**src/rtl/ras_cas_pkg.sv**
```systemverilog
package ras_cas_pkg;

    localparam int BANKS = 4;
    localparam int LANES = 4;
    localparam int SEL_W = $clog2(BANKS);

    typedef enum logic [1:0] {
        ORG_ONE  = 2'b00,
        ORG_TWO  = 2'b01,
        ORG_FOUR = 2'b10,
        ORG_ALT  = 2'b11
    } org_e;

    typedef enum logic [1:0] {
        ST_IDLE = 2'b00,
        ST_WAIT = 2'b01,
        ST_RCD  = 2'b10,
        ST_CAS  = 2'b11
    } seq_state_e;

endpackage

```
**src/rtl/ras_cas_bank_decode.sv**
```systemverilog
module ras_cas_bank_decode
    import ras_cas_pkg::*;
(
    input  logic [1:0]       org,
    input  logic [SEL_W-1:0] sel,
    output logic [BANKS-1:0] grp
);

    for (genvar b = 0; b < BANKS; b++) begin : g_bank
        always_comb begin
            case (org)
                ORG_ONE: grp[b] = 1'b1;
                ORG_TWO: grp[b] = (sel[0] == 1'(b % 2));
                default: grp[b] = (sel == SEL_W'(b));
            endcase
        end
    end

endmodule

```
**src/rtl/ras_cas_pre_timer.sv**
```systemverilog
module ras_cas_pre_timer #(
    parameter int CNT_W = 5
) (
    input  logic             clk,
    input  logic             rst_n,
    input  logic             load,
    input  logic [CNT_W-1:0] load_val,
    output logic             done
);

    logic [CNT_W-1:0] cnt_d, cnt_q;

    always_comb begin
        cnt_d = cnt_q;
        if (load) begin
            cnt_d = load_val;
        end else if (cnt_q != '0) begin
            cnt_d = cnt_q - 1'b1;
        end
    end

    always_ff @(posedge clk or negedge rst_n) begin
        if (!rst_n) begin
            cnt_q <= '0;
        end else begin
            cnt_q <= cnt_d;
        end
    end

    assign done = (cnt_q == '0);

endmodule

```
**src/rtl/ras_cas_ctrl.sv**
```systemverilog
module ras_cas_ctrl
    import ras_cas_pkg::*;
#(
    parameter int DLY_W = 4,
    parameter int PRE_W = 5
) (
    input  logic             clk,
    input  logic             rst_n,
    input  logic             start,
    input  logic [1:0]       bank_sel,
    input  logic [3:0]       byte_en_n,
    input  logic [1:0]       cfg_org,
    input  logic [DLY_W-1:0] cfg_rcd,
    input  logic [DLY_W-1:0] cfg_cas,
    input  logic [PRE_W-1:0] cfg_pre,
    output logic [3:0]       ras_n,
    output logic [3:0]       cas_n,
    output logic [3:0]       bank_rdy
);

    typedef struct packed {
        seq_state_e       st;
        logic [BANKS-1:0] grp;
        logic [LANES-1:0] lane_n;
        logic [DLY_W-1:0] tmr;
        logic [BANKS-1:0] ras_act;
        logic [LANES-1:0] cas_n;
    } seq_t;

    seq_t             s_d, s_q;
    logic [BANKS-1:0] req_grp;
    logic [BANKS-1:0] pre_done;
    logic [BANKS-1:0] pre_load;
    logic [BANKS-1:0] launch_grp;
    logic             do_launch;
    logic             req_free, pend_free;
    logic [DLY_W-1:0] rcd_last, cas_last;

    ras_cas_bank_decode u_decode (
        .org (cfg_org),
        .sel (bank_sel),
        .grp (req_grp)
    );

    for (genvar b = 0; b < BANKS; b++) begin : g_pre
        ras_cas_pre_timer #(.CNT_W(PRE_W)) u_timer (
            .clk      (clk),
            .rst_n    (rst_n),
            .load     (pre_load[b]),
            .load_val (cfg_pre),
            .done     (pre_done[b])
        );
    end

    assign req_free  = &(pre_done | ~req_grp);
    assign pend_free = &(pre_done | ~s_q.grp);
    assign rcd_last  = (cfg_rcd == '0) ? '0 : cfg_rcd - 1'b1;
    assign cas_last  = (cfg_cas == '0) ? '0 : cfg_cas - 1'b1;

    always_comb begin
        s_d        = s_q;
        pre_load   = '0;
        do_launch  = 1'b0;
        launch_grp = s_q.grp;
        case (s_q.st)
            ST_IDLE: begin
                if (start) begin
                    s_d.grp    = req_grp;
                    s_d.lane_n = byte_en_n;
                    launch_grp = req_grp;
                    if (req_free) begin
                        do_launch = 1'b1;
                    end else begin
                        s_d.st = ST_WAIT;
                    end
                end
            end
            ST_WAIT: begin
                if (pend_free) begin
                    do_launch = 1'b1;
                end
            end
            ST_RCD: begin
                if (s_q.tmr == '0) begin
                    s_d.st    = ST_CAS;
                    s_d.cas_n = s_q.lane_n;
                    s_d.tmr   = cas_last;
                end else begin
                    s_d.tmr = s_q.tmr - 1'b1;
                end
            end
            ST_CAS: begin
                if (s_q.tmr == '0) begin
                    s_d.st      = ST_IDLE;
                    s_d.ras_act = '0;
                    s_d.cas_n   = '1;
                    pre_load    = s_q.grp;
                end else begin
                    s_d.tmr = s_q.tmr - 1'b1;
                end
            end
            default: s_d.st = ST_IDLE;
        endcase
        if (do_launch) begin
            s_d.st      = ST_RCD;
            s_d.ras_act = launch_grp;
            s_d.tmr     = rcd_last;
        end
    end

    always_ff @(posedge clk or negedge rst_n) begin
        if (!rst_n) begin
            s_q.st      <= ST_IDLE;
            s_q.grp     <= '0;
            s_q.lane_n  <= '1;
            s_q.tmr     <= '0;
            s_q.ras_act <= '0;
            s_q.cas_n   <= '1;
        end else begin
            s_q <= s_d;
        end
    end

    assign ras_n    = ~s_q.ras_act;
    assign cas_n    = s_q.cas_n;
    assign bank_rdy = pre_done & ~s_q.ras_act;

endmodule

```
**config.mk**
```make
export PLATFORM = sky130hd
export DESIGN_NAME = ras_cas_ctrl
export DESIGN_NICKNAME = d
export VERILOG_FILES = /design/src/rtl/ras_cas_pkg.sv /design/src/rtl/ras_cas_bank_decode.sv /design/src/rtl/ras_cas_pre_timer.sv /design/src/rtl/ras_cas_ctrl.sv
export SDC_FILE = /design/constraint.sdc
export NUM_CORES = 1
export LEC_CHECK = 0
export ABC_AREA = 1
export CORE_UTILIZATION = 44
export CTS_CLUSTER_SIZE = 8
export DETAILED_ROUTE_END_ITERATION = 12
export DONT_BUFFER_PORTS = 1
export PLACE_DENSITY = 0.61
export SYNTH_ARGS = -nofsm -noshare
export SYNTH_HDL_FRONTEND = slang
export SYNTH_SLANG_ARGS = --single-unit
```
**constraint.sdc**
```tcl
create_clock -name clk -period 2.6 [get_ports clk]
set_input_delay 0.26 -clock clk [delete_from_list [all_inputs] [get_ports clk]]
set_output_delay 0.26 -clock clk [all_outputs]
set_load 0.02 [all_outputs]
```
# Word-level counts from Yosys, hierarchy flattened
# Index checks and enable logic that the tools add are counted.
# classes
add_sub_neg	7
eq_ne	14
n_mux	36
bitwise_logic	7
n_reduce_logical	30
# ops
op	count
4-bit two-way mux	10
5-bit two-way mux	8
5-bit zero test	4
5-bit nonzero test	4
5-bit by 1-bit subtractor with 5-bit output, second input constant	4
8-bit two-way mux	2
4-bit case mux with 2 select lines	2
3-bit inequality test, second input constant	5
2-bit nonzero test	7
4-bit zero test	3
4-bit NOT	3
4-bit by 1-bit subtractor with 4-bit output, second input constant	3
10-bit two-way mux	1
1-bit case mux with 2 select lines	5
2-bit equality test, second input constant	4
2-bit two-way mux	4
4-bit bitwise OR	2
4-bit AND reduction	2
2-bit by 1-bit equality test with 1-bit output, second input constant	3
2-bit zero test	3
2-bit case mux with 3 select lines	1
2-bit AND reduction	3
5-bit AND reduction	1
4-bit bitwise AND	1
other kinds (6)	9
# word_totals
ff_bits	42
out_inout_bits	12
wordCells	104

# Logic depth before layout (Yosys ltp)
# Gate-level depths: netlist of run 1.
# logic_depth
depth_word	10
depth_mapped	13

# Cells and area by module
# From an unflattened synthesis of run 1, not the netlist that was laid out.
# unflattened
hier_cells	363
hier_area_um2	2616.3
# modules_own_cells
mod	n_inst	cells_per_inst	area_each_um2	seq_area_each_um2
ras_cas_ctrl	1	192	1348.8	560.5
ras_cas_pre_timer	4	39	302.8	125.1
ras_cas_bank_decode	1	15	56.3	0.0

# Worst setup path after synthesis of run 1
# Ideal clock, no wire load.
# synth_timing
path_kind	register to register
start	register g_pre[3].u_timer.cnt_q[0]
end	register s_q[10] (netlist bit)
setup_ps	118
arrival_ps	1498
slack_ps	985
stages_incl_launch_ff	14
synth_period_minus_slack_ps	1615
path_cell_list	dfrtp_1 -> inv_1 -> ha_1 -> inv_1 -> nor2_1 -> nand2_2 -> nand2_1 -> nand2_1 -> nor2_4 -> nand2_4 -> nand2_8 -> nand2_1 -> nand3_1 -> nand2_1
# synth_via
elab_chain_len	8
elab_cells_between_ends	13
# synth_rtl
item	line	text
start, declared	ras_cas_pre_timer.sv:11	logic [CNT_W-1:0] cnt_d, cnt_q;
start signal, assigned	ras_cas_pre_timer.sv:26	cnt_q <= cnt_d;
5-bit zero test *	ras_cas_pre_timer.sv:30	assign done = (cnt_q == '0);
4-bit bitwise OR	ras_cas_ctrl.sv:55	assign req_free = &(pre_done | ~req_grp);
4-bit AND reduction	ras_cas_ctrl.sv:55	
1-bit two-way mux	ras_cas_ctrl.sv:71	if (req_free) begin
1-bit two-way mux	ras_cas_ctrl.sv:67	if (start) begin
1-bit case mux with 2 select lines *	ras_cas_ctrl.sv:65	case (s_q.st)
3-bit inequality test (no line) or 3-bit nonzero test (tied branches)	-	
2-bit AND reduction (no line)	-	
end, declared	ras_cas_ctrl.sv:30	seq_t s_d, s_q;
# Mark *: on every way between the ends. The rest lies on a longest branch, timed or not.
# A chain may end at the register's enable or synchronous reset.

# Final worst setup path of run 1
# layout_timing
start	register g_pre[3].u_timer.cnt_q[0]
end	output bank_rdy[3]
# layout_via
elab_chain_len	2
# layout_rtl
item	line	text
5-bit zero test	ras_cas_pre_timer.sv:30	
4-bit bitwise AND	ras_cas_ctrl.sv:126	assign bank_rdy = pre_done & ~s_q.ras_act;
end, declared	ras_cas_ctrl.sv:18	output logic [3:0] bank_rdy
# Every way passes these cells.

==> results of run 1 <==
path summary, 6_finish.rpt:
path / start / end / slack (ps)
hold / removal: byte_en_n[1] / s_q[13] / 50
max in group asynchronous: rst_n / s_q[12] / 1900
hold reg to reg: s_q[13] / s_q[13] / 470
setup / recovery: g_pre[3].u_timer.cnt_q[0] / bank_rdy[3] / 700
setup reg to reg: s_q[8] / s_q[11] / 770
min in group asynchronous: rst_n / g_pre[0].u_timer.cnt_q[2] / 410
where the power goes:
part	internal (W)	total [W]	switching, W
Combinational	0.000591	0.00151	0.000917
Sequential	0.00103	0.00131	0.000283
Clock	0.000186	0.000410	0.000223
Total	0.00181	0.00323	0.00142
per-stage QoR:
stage	power, W	hold WS [ps]	area, um^2	util
floorplan	0.002582	-35.59	2619	-
global placement	0.002809	-34.27	2666	0.4755
detailed placement	0.002822	-34.65	2666	0.4755
CTS	0.003268	41.89	2779	0.4955
global route	0.003569	46.60	2779	0.4955
finish	0.003232	48.63	2779	0.4955
cell usage in the layout (no fill, tap or decap), drive strengths merged:
cell,netlist,final
inv,44,44
clkbuf,0,6
xnor2,4,4
nand2,109,109
nor2,31,31
ha,9,9
o21ai,30,30
nand4,5,5
a31oi,2,2
a211oi,2,2
nor3,9,9
o211ai,2,2
buf,6,1
a21oi,16,16
dfstp,8,8
nand3b,1,1
xor2,8,8
o21a,2,2
dfrtp,34,34
clkinv,1,3
o31ai,3,3
dlygate4sd3,0,1
nand3,13,13
cell families (layout without fill, tap and decap cells):
logic type,Yosys count,after routing,synth area share
AO/OA/AOI/OAI,57,57,0.1228
XOR/XNOR,12,12,0.04013
adder cells (fa/ha/maj),9,9,0.04300
buffers and inverters,51,55,0.08122
flip-flops,42,42,0.4052
AND/OR/NAND/NOR,168,168,0.3077
area by class of cell:
cell class,count,share of cell area
multi-input combinational,246,0.4840
sequential,42,0.3818
timing repair buffer,2,0.01081
tap,72,0.03242
clock buffer,6,0.02611
inverter,45,0.06123
clock inverter,2,0.003602
state kept, by name, summed over array words and instances, names as in the netlist:
name / count
g_pre.u_timer.cnt_q: 20
cas_n: 4
s_q: 18
layer usage:
metal  GRT usage  part of all wire
met2      0.2914              0.45
met5           0                 0
met1      0.2720              0.50
met4     0.05455            0.0086
met3     0.03333             0.041
==> metrics.cfg, run 1 <==
[status]
outcome = complete, no violations

[timing]
timing.setup.tns_ps = 0
fin_skew_ps = 11.90
rsz0062_at_grt = false
fin_ws_ps = 704.7
setup_violations = 0
hold_violations = 0
worst_pin_slew_ps = 457.7
fmax_mhz = 527.6
fin_crit_ps = 1895
final_max_slew_viol_count = 0
slew-limit-headroom = 0.6928
period_share = 0.7290

[power_and_ir_drop]
p_leak_nw = 1.365
powerDensity_mw_per_mm2 = 1163
vdd_ir_drop_max_uv = 483.4

[setup_path]
cp_slowest_stage_delay_ps = 370
slowest_stage = dfrtp_1
rr_worst_depth = 7
crit_type = flip-flop to output port
cp_cell_sequence = inv_1 -> ha_1 -> inv_1 -> nor2_1 -> nand2_2 -> nor2_1
critPathMaxFanout = 7
cp_top_family = simple AND/OR/NAND/NOR gates
path_buf_inv = 2
crit_required_ps = 2340
cp.arrival_ps = 1640
cp-end-kind = output port
startpoint_type = flip-flop
worst-path-stages = 6

[floorplan]
row_count = 27
coreArea_mm2 = 0.005608
dieHeight_um = 79.15
die_x_um = 79.15
ios = 36
initial_core_util = 0.4670
dieArea_mm2 = 0.006264

[logic_synthesis]
avgSynthCellArea_um2 = 7.725
synth_cells = 339
ys_types = 33
synth_commonest_cells = nand2_1 (100), inv_1 (39), dfrtp_1 (34)
synth.top_cell.area_share = 0.3249
synth_ff_type = dfrtp_1
synth.net_count = 372
async_reset_ff_frac = 1.000
synth_warnings = 0
synth_most_common_cell = nand2_1
yosysSeqAreaShare = 0.4052
ys_ff_latch = 42
synth_edf_count = 0
syn_area_mm2 = 0.002619
yosysTopAreaCell = dfrtp_1
synthTopCellsByArea = dfrtp_1 (32%), nand2_1 (14%), dfstp_2 (8.0%), inv_1 (5.6%), o21ai_0 (5.0%)

[cts]
hold_buffers = 2
tritoncts = done
cts_buffer_depth = 2
cts_root_buffer = clkbuf_8
numCtsBuffers = 5
h-tree-depth = 2
cts_resized = 0
post_cts.repair.setup_buffers = 0
clkTransAtPathRegs_ps = 80
clock_sinks = 42
worst_skew_pair.late_latency_ps = 300

[layout]
seqCellArea_mm2 = 0.001061
antenna_cells = 0
syn_to_final_growth_pct = 6.116
drive_above_1_share = 0.1399
multi_input_comb_area_mm2 = 0.001345
nFillCells = 597
fin_cells = 415
nNetsFinal = 375

[routing]
ant_nets = 0
drt_iter0_drc = 129
vias_per_cell = 4.935
vias = 2048
drcViolationCount = 0
routedWlPerCell_um = 12.89
drt-total-wl_mm = 5.351
dr.pass1.iters = 4

[global_routing]
track_usage = 0.1897
antenna_found_initial = 0
grt_max_degree = 43
gr-total-overflow = 0
grt_pass1_wl_mm = 9.004
grt_pass1_vias = 1904

[placement]
pre_cts_ws_ps = 772.3
place_congestion = 0.8665
dpl.cell_count = 405
hpwl_mm = 4.001
port_buffers = 0

[job]
drv_cap = 0

[min_path]
hold-path-cell-count = 2
hold_path_class = input pin to flip-flop

Power figures use the tool's default switching activity.
==> run 2, diff against run 1 <==
--- a/config.mk
+++ b/config.mk
@@ -5,7 +5,7 @@
 export SDC_FILE = /design/constraint.sdc
 export NUM_CORES = 1
 export LEC_CHECK = 0
-export ABC_AREA = 1
+export ABC_AREA = 0
 export CORE_UTILIZATION = 44
 export CTS_CLUSTER_SIZE = 8
 export DETAILED_ROUTE_END_ITERATION = 12
==> constraint.sdc (replaced) <==
create_clock -name clk -period 1.75 [get_ports clk]
set_input_delay 0.175 -clock clk [delete_from_list [all_inputs] [get_ports clk]]
set_output_delay 0.175 -clock clk [all_outputs]
set_load 0.02 [all_outputs]
==> run 2 against run 1 <==
  * Die area shrank 7.8%
  * Core utilization grew 14 points
  * Cell count shrank 1.7%
  * Sequential power grew 47%
  * Non-clock buffer count grew 64
  * Register-to-register slack lost 1300 ps
  * Synthesized cell count shrank 19%
  * The flow now finishes with violations (negative setup slack)
  * Via count grew 3.4%
  * Total power grew 84%
  * Clock power grew 90%
  * Setup slack lost 1300 ps
==> metrics.cfg, run 2 <==
[timing]
fin_crit_ps = 2309
worst_pin_slew_ps = 436.4
hold_violations = 0
period_share = 1.320
timing.setup.tns_ps = -6168
rsz0062_at_grt = true
fin_ws_ps = -559.3
final_max_slew_viol_count = 0
fin_skew_ps = 7.507
setup_violations = 17
fmax_mhz = 433.0
slew-limit-headroom = 0.7060

[layout]
drive_above_1_share = 0.3698
layout_commonest_cell = buf_4
syn_to_final_growth_pct = 37.44
layout_common_cells = buf_4 (48), nor2_1 (36), dfrtp_1 (34)
max_flop_register = g_pre.u_timer.cnt_q
utilization = 0.6363
antenna_cells = 0
largest_reg_flops = 20
nNetsFinal = 370
reg_top3 = g_pre.u_timer.cnt_q x20, s_q x18, cas_n x4

[cts]
cts_root_buffer = clkbuf_8
clkTransAtPathRegs_ps = 90
cts_buffer_depth = 2
numCtsBuffers = 5
h-tree-depth = 2
worst_skew_pair.late_latency_ps = 300
tritoncts = done
clock_sinks = 42

[logic_synthesis]
synth_cells = 276
synth_warnings = 0
yosysTopAreaCell = dfrtp_1
yosysSeqAreaShare = 0.4403
synth_edf_count = 0
synth.net_count = 309
async_reset_ff_frac = 1.000
syn_area_mm2 = 0.002410
avgSynthCellArea_um2 = 8.731
synth_most_common_cell = nor2_1
synth_commonest_cells = nor2_1 (41), dfrtp_1 (34), a21oi_1 (28)
ys_ff_latch = 42
ys_types = 39
synth_ff_type = dfrtp_1
synth.top_cell.area_share = 0.3531
synthTopCellsByArea = dfrtp_1 (35%), dfstp_2 (8.7%), nor2_1 (6.4%), a21oi_1 (5.8%), ha_1 (4.7%)

[floorplan]
dieHeight_um = 76.01
dieArea_mm2 = 0.005777
initial_core_util = 0.4630
row_count = 26
ios = 36
die_x_um = 76.01
coreArea_mm2 = 0.005205

[power_and_ir_drop]
switching_share = 0.3799
comb_power_share = 0.546
p_int_w = 0.003686
p_switching_w = 0.002258
seqPwrFrac = 0.323
clkPwrFrac = 0.131
powerDensity_mw_per_mm2 = 1795
vdd_ir_drop_max_uv = 832.3
p_leak_nw = 1.524

[setup_path]
startpoint_type = flip-flop
cp.arrival_ps = 2500
critPathMaxFanout = 5
rr_worst_depth = 7
r2r_start = g_pre[1].u_timer.cnt_q[0]
crit_type = flip-flop to flip-flop
reg2reg_slack_ps = -560
cp-endpoint = s_q[4]
cp-end-kind = flip-flop
crit_required_ps = 1940
startpoint = g_pre[1].u_timer.cnt_q[0]
regToRegEndpoint = s_q[4]

[routing]
ant_nets = 0
routedWlPerCell_um = 14.53
drt_iter0_drc = 108
drcViolationCount = 0
vias = 2118
drt-total-wl_mm = 5.930
dr.pass1.iters = 4
vias_per_cell = 5.191

[placement]
place_congestion = 0.8166
port_buffers = 0
pre_cts_ws_ps = -614.6
hpwl_mm = 4.212

[global_routing]
grt_pass1_wl_mm = 9.756
gr-total-overflow = 0
grt_pass1_vias = 2081
track_usage = 0.2148
antenna_found_initial = 0
grt_max_degree = 43

[status]
violations = negative setup slack
outcome = complete, but fails checks

[min_path]
hold_path_class = input pin to flip-flop

[job]
drv_cap = 0

## run 2: worst min-delay path by stage
stage,start,to,cells past startpoint
finish,cfg_pre[3],g_pre[1].u_timer.cnt_q[3],2
global route,byte_en_n[1],s_q[13],1
CTS,byte_en_n[1],s_q[13],1
detailed placement,rst_n,g_pre[3].u_timer.cnt_q[0],0
global placement,rst_n,g_pre[3].u_timer.cnt_q[0],0
floorplan,rst_n,g_pre[0].u_timer.cnt_q[0],0
## run 2: what timing repair did
action,4_1_cts,5_1_grt
buffers inserted,5,11
gates resized for setup,27,33
pin swaps,7,7
setup endpoints to repair,15,29
hold buffers,3,0
endpoints found under the hold margin,43,0
## run 2: worst max-delay path, stage by stage, from the launching register on
cell	delay, ps
dfrtp_1	390
inv_2	80
ha_4	120
or4b_4	460
a222oi_1	390
nand2_1	160
o21ai_4	270
mux2_4	330
## run 2: logic make-up after synthesis
family / Yosys count / synth area share
xor+xnor: 10 / 0.03634
buf+inv: 31 / 0.05555
compound gates: 61 / 0.1438
flops: 42 / 0.4403
simple gates: 111 / 0.2170
fa+ha+maj: 9 / 0.04673
mux: 12 / 0.06023
## run 2: layout make-up
type                       instances  area, um^2
clock buffer                       5       68.82
clock inverter                     3       45.04
fill                             446        1893
inverter                          19       71.32
multi-input combinational        203        1409
sequential                        42        1061
tap                               70       87.58
timing repair buffer              66       569.3
## run 2: power by group through the flow
stage                     Clock, W  Sequential [W]  Combinational (W)
final                     0.000779         0.00192            0.00324
after global placement           0         0.00188            0.00268
after global routing      0.000838         0.00197            0.00363
after floorplan                  0         0.00181            0.00181
after detailed placement         0         0.00189            0.00275
after CTS                 0.000799         0.00189            0.00293
## run 2: per-layer routing
layer / GRT usage / vias to the layer above / routed length (um)
met5: 0 / - / 0
met1: 0.2791 / 1006 / 2683
li1: - / 1070 / -
met2: 0.3600 / 36 / 2931
met4: 0.06731 / 0 / 67
met3: 0.04431 / 6 / 248
## run 2: stage by stage
| step | instance area, um^2 | total power [W] | hold slack [ps] | instances |
|---|---|---|---|---|
| after floorplan | 2472 | 0.003628 | -120.6 | 276 |
| after global placement | 2864 | 0.004557 | -119.8 | 384 |
| after detailed placement | 2864 | 0.004632 | -120.0 | 384 |
| after CTS | 3128 | 0.005625 | 16.17 | 399 |
| after global routing | 3312 | 0.006439 | 10.41 | 408 |
| final | 3312 | 0.005944 | 8.584 | 408 |
==> run 3, diff against run 2 <==
--- a/config.mk
+++ b/config.mk
@@ -6,6 +6,7 @@
 export NUM_CORES = 1
 export LEC_CHECK = 0
 export ABC_AREA = 0
+export CORE_MARGIN = 10
 export CORE_UTILIZATION = 44
 export CTS_CLUSTER_SIZE = 8
 export DETAILED_ROUTE_END_ITERATION = 12
==> run 3 against run 2 <==
  * The run still ends with negative setup slack left
  * Flip-flop and latch count unchanged
  * First-iteration DRC count down 23%
  * Register-to-register slack worse by 30 ps
  * Core utilization up 0.60 points
  * Combinational power up 3%
  * Via count down 0.76%
  * Largest cell class unchanged
  * Highest routed layer unchanged
  * Critical path type unchanged
  * Setup slack worse by 29 ps
  * Die area up 53%
==> metrics.cfg, run 3 (synthesis results as in run 2) <==
[status]
outcome = complete, but fails checks
violations = negative setup slack

[timing]
final_max_slew_viol_count = 0
period_share = 1.336
hold_violations = 0
setup_violations = 18
fin_ws_ps = -587.9
fin_crit_ps = 2338
fmax_mhz = 427.7
worst_pin_slew_ps = 415.0
fin_skew_ps = 9.063
rsz0062_at_grt = true
worst_hold_slack_ps = 11.02
slew-limit-headroom = 0.7204

[placement]
hpwl_mm = 4.547
placed_area_mm2 = 0.002856
port_buffers = 0
pre_cts_ws_ps = -639.5
place_congestion = 0.8408

[floorplan]
ios = 36
row_count = 26
dieHeight_um = 94.01
coreArea_mm2 = 0.005205
initial_core_util = 0.4630
dieArea_mm2 = 0.008837
die_x_um = 94.01

[power_and_ir_drop]
total_power_w = 0.006061
powerDensity_mw_per_mm2 = 1813
p_leak_nw = 1.545
vdd_ir_drop_max_uv = 858.6

[setup_path]
cp_cell_sequence = inv_2 -> ha_4 -> or4b_4 -> a222oi_1 -> nand2_1 -> o21ai_4 -> buf_6 -> mux2i_1
cp-end-kind = flip-flop
crit_type = flip-flop to flip-flop
slowest_stage = or4b_4
crit_required_ps = 1970
startpoint_type = flip-flop
cp_slowest_stage_delay_ps = 460
cp.arrival_ps = 2560
critPathMaxFanout = 5

[layout]
max_flop_register = g_pre.u_timer.cnt_q
largest_reg_flops = 20
layout_common_cells = buf_4 (45), nor2_1 (37), dfrtp_1 (34)
antenna_cells = 0
nNetsFinal = 370
utilization = 0.6423
syn_to_final_growth_pct = 38.73
drive_above_1_share = 0.3876
layout_commonest_cell = buf_4
reg_top3 = g_pre.u_timer.cnt_q x20, s_q x18, cas_n x4
finalInstanceArea_mm2 = 0.003343

[cts]
cts_root_buffer = clkbuf_8
worst_skew_pair.late_latency_ps = 300
numCtsBuffers = 5
cts_buffer_depth = 2
h-tree-depth = 2
tritoncts = done
clkTransAtPathRegs_ps = 80
clock_sinks = 42

[global_routing]
grt_pass1_vias = 2146
grt_pass1_wl_mm = 10.36
gr-total-overflow = 0
track_usage = 0.1467
antenna_found_initial = 0
grt_max_degree = 43

[routing]
dr.pass1.iters = 4
ant_nets = 0
drt_iter0_drc = 83
drt-total-wl_mm = 6.433
vias_per_cell = 5.152
drcViolationCount = 0
routedWlPerCell_um = 15.77
vias = 2102

[job]
drv_cap = 0

[min_path]
hold_path_class = input pin to flip-flop

run 3: changes by cell type in the layout (fill, tap and decap cells not counted), moves of 2 or more:
cell,delta
buf_4,-3
o21ai_1,-2
xnor2_1,-2
xnor2_2,+2
buf_6,+4
run 3: layer usage:
layer | vias up | track usage | wire length (um)
li1 | 1064 | - | -
met1 | 993 | 0.1837 | 2830
met2 | 34 | 0.2368 | 3134
met3 | 11 | 0.04317 | 356
met4 | 0 | 0.04557 | 112
met5 | - | 0 | 0
run 3: final cells by class:
| type | count | area (um^2) |
|---|---|---|
| repair buffers | 66 | 581.8 |
| clock inverters | 3 | 45.04 |
| flip-flops and latches | 42 | 1061 |
| clock buffers | 5 | 68.82 |
| well taps | 70 | 87.58 |
| fillers | 436 | 1862 |
| inverters | 19 | 71.32 |
| multi-input cells | 203 | 1428 |
run 3: timing repair:
item,4_1_cts,5_1_grt
endpoints found under the hold margin,42,0
gates resized for setup,19,49
buffers inserted,5,14
endpoints found under the setup margin,14,33
pin swaps,7,15
hold buffers,2,0
run 3: where the power goes:
part	total, W	switching (W)	internal, W
combinational	0.00334	0.00154	0.00180
sequential	0.00194	0.000410	0.00153
clock	0.000786	0.000361	0.000425
total	0.00606	0.00231	0.00375
run 3: worst paths after layout:
kind | start | endpoint | slack, ps | cells after the start
max | g_pre[1].u_timer.cnt_q[1] | s_q[9] | -590 | 8
min | cfg_pre[3] | g_pre[1].u_timer.cnt_q[3] | 10 | 2
max reg2reg | g_pre[1].u_timer.cnt_q[1] | s_q[9] | -590 | 8
min reg2reg | s_q[14] | cas_n[2] | 510 | 2
max in group asynchronous | rst_n | s_q[14] | 1120 | 2
min in group asynchronous | rst_n | s_q[7] | 360 | 2
run 3: critical path, delay by kind of cell, from the launching register on:
family | cells | cell delay, ps
compound gates | 2 | 670
simple gates | 2 | 620
fa+ha+maj | 1 | 130
mux | 1 | 190
flops | 1 | 390
buf+inv | 2 | 250
run 3: metrics by stage:
step | instances | setup TNS [ps]
floorplan | 276 | -4745
global placement | 383 | -4990
detailed placement | 383 | -5491
CTS | 397 | -5927
global route | 408 | -7704
finish | 408 | -6387
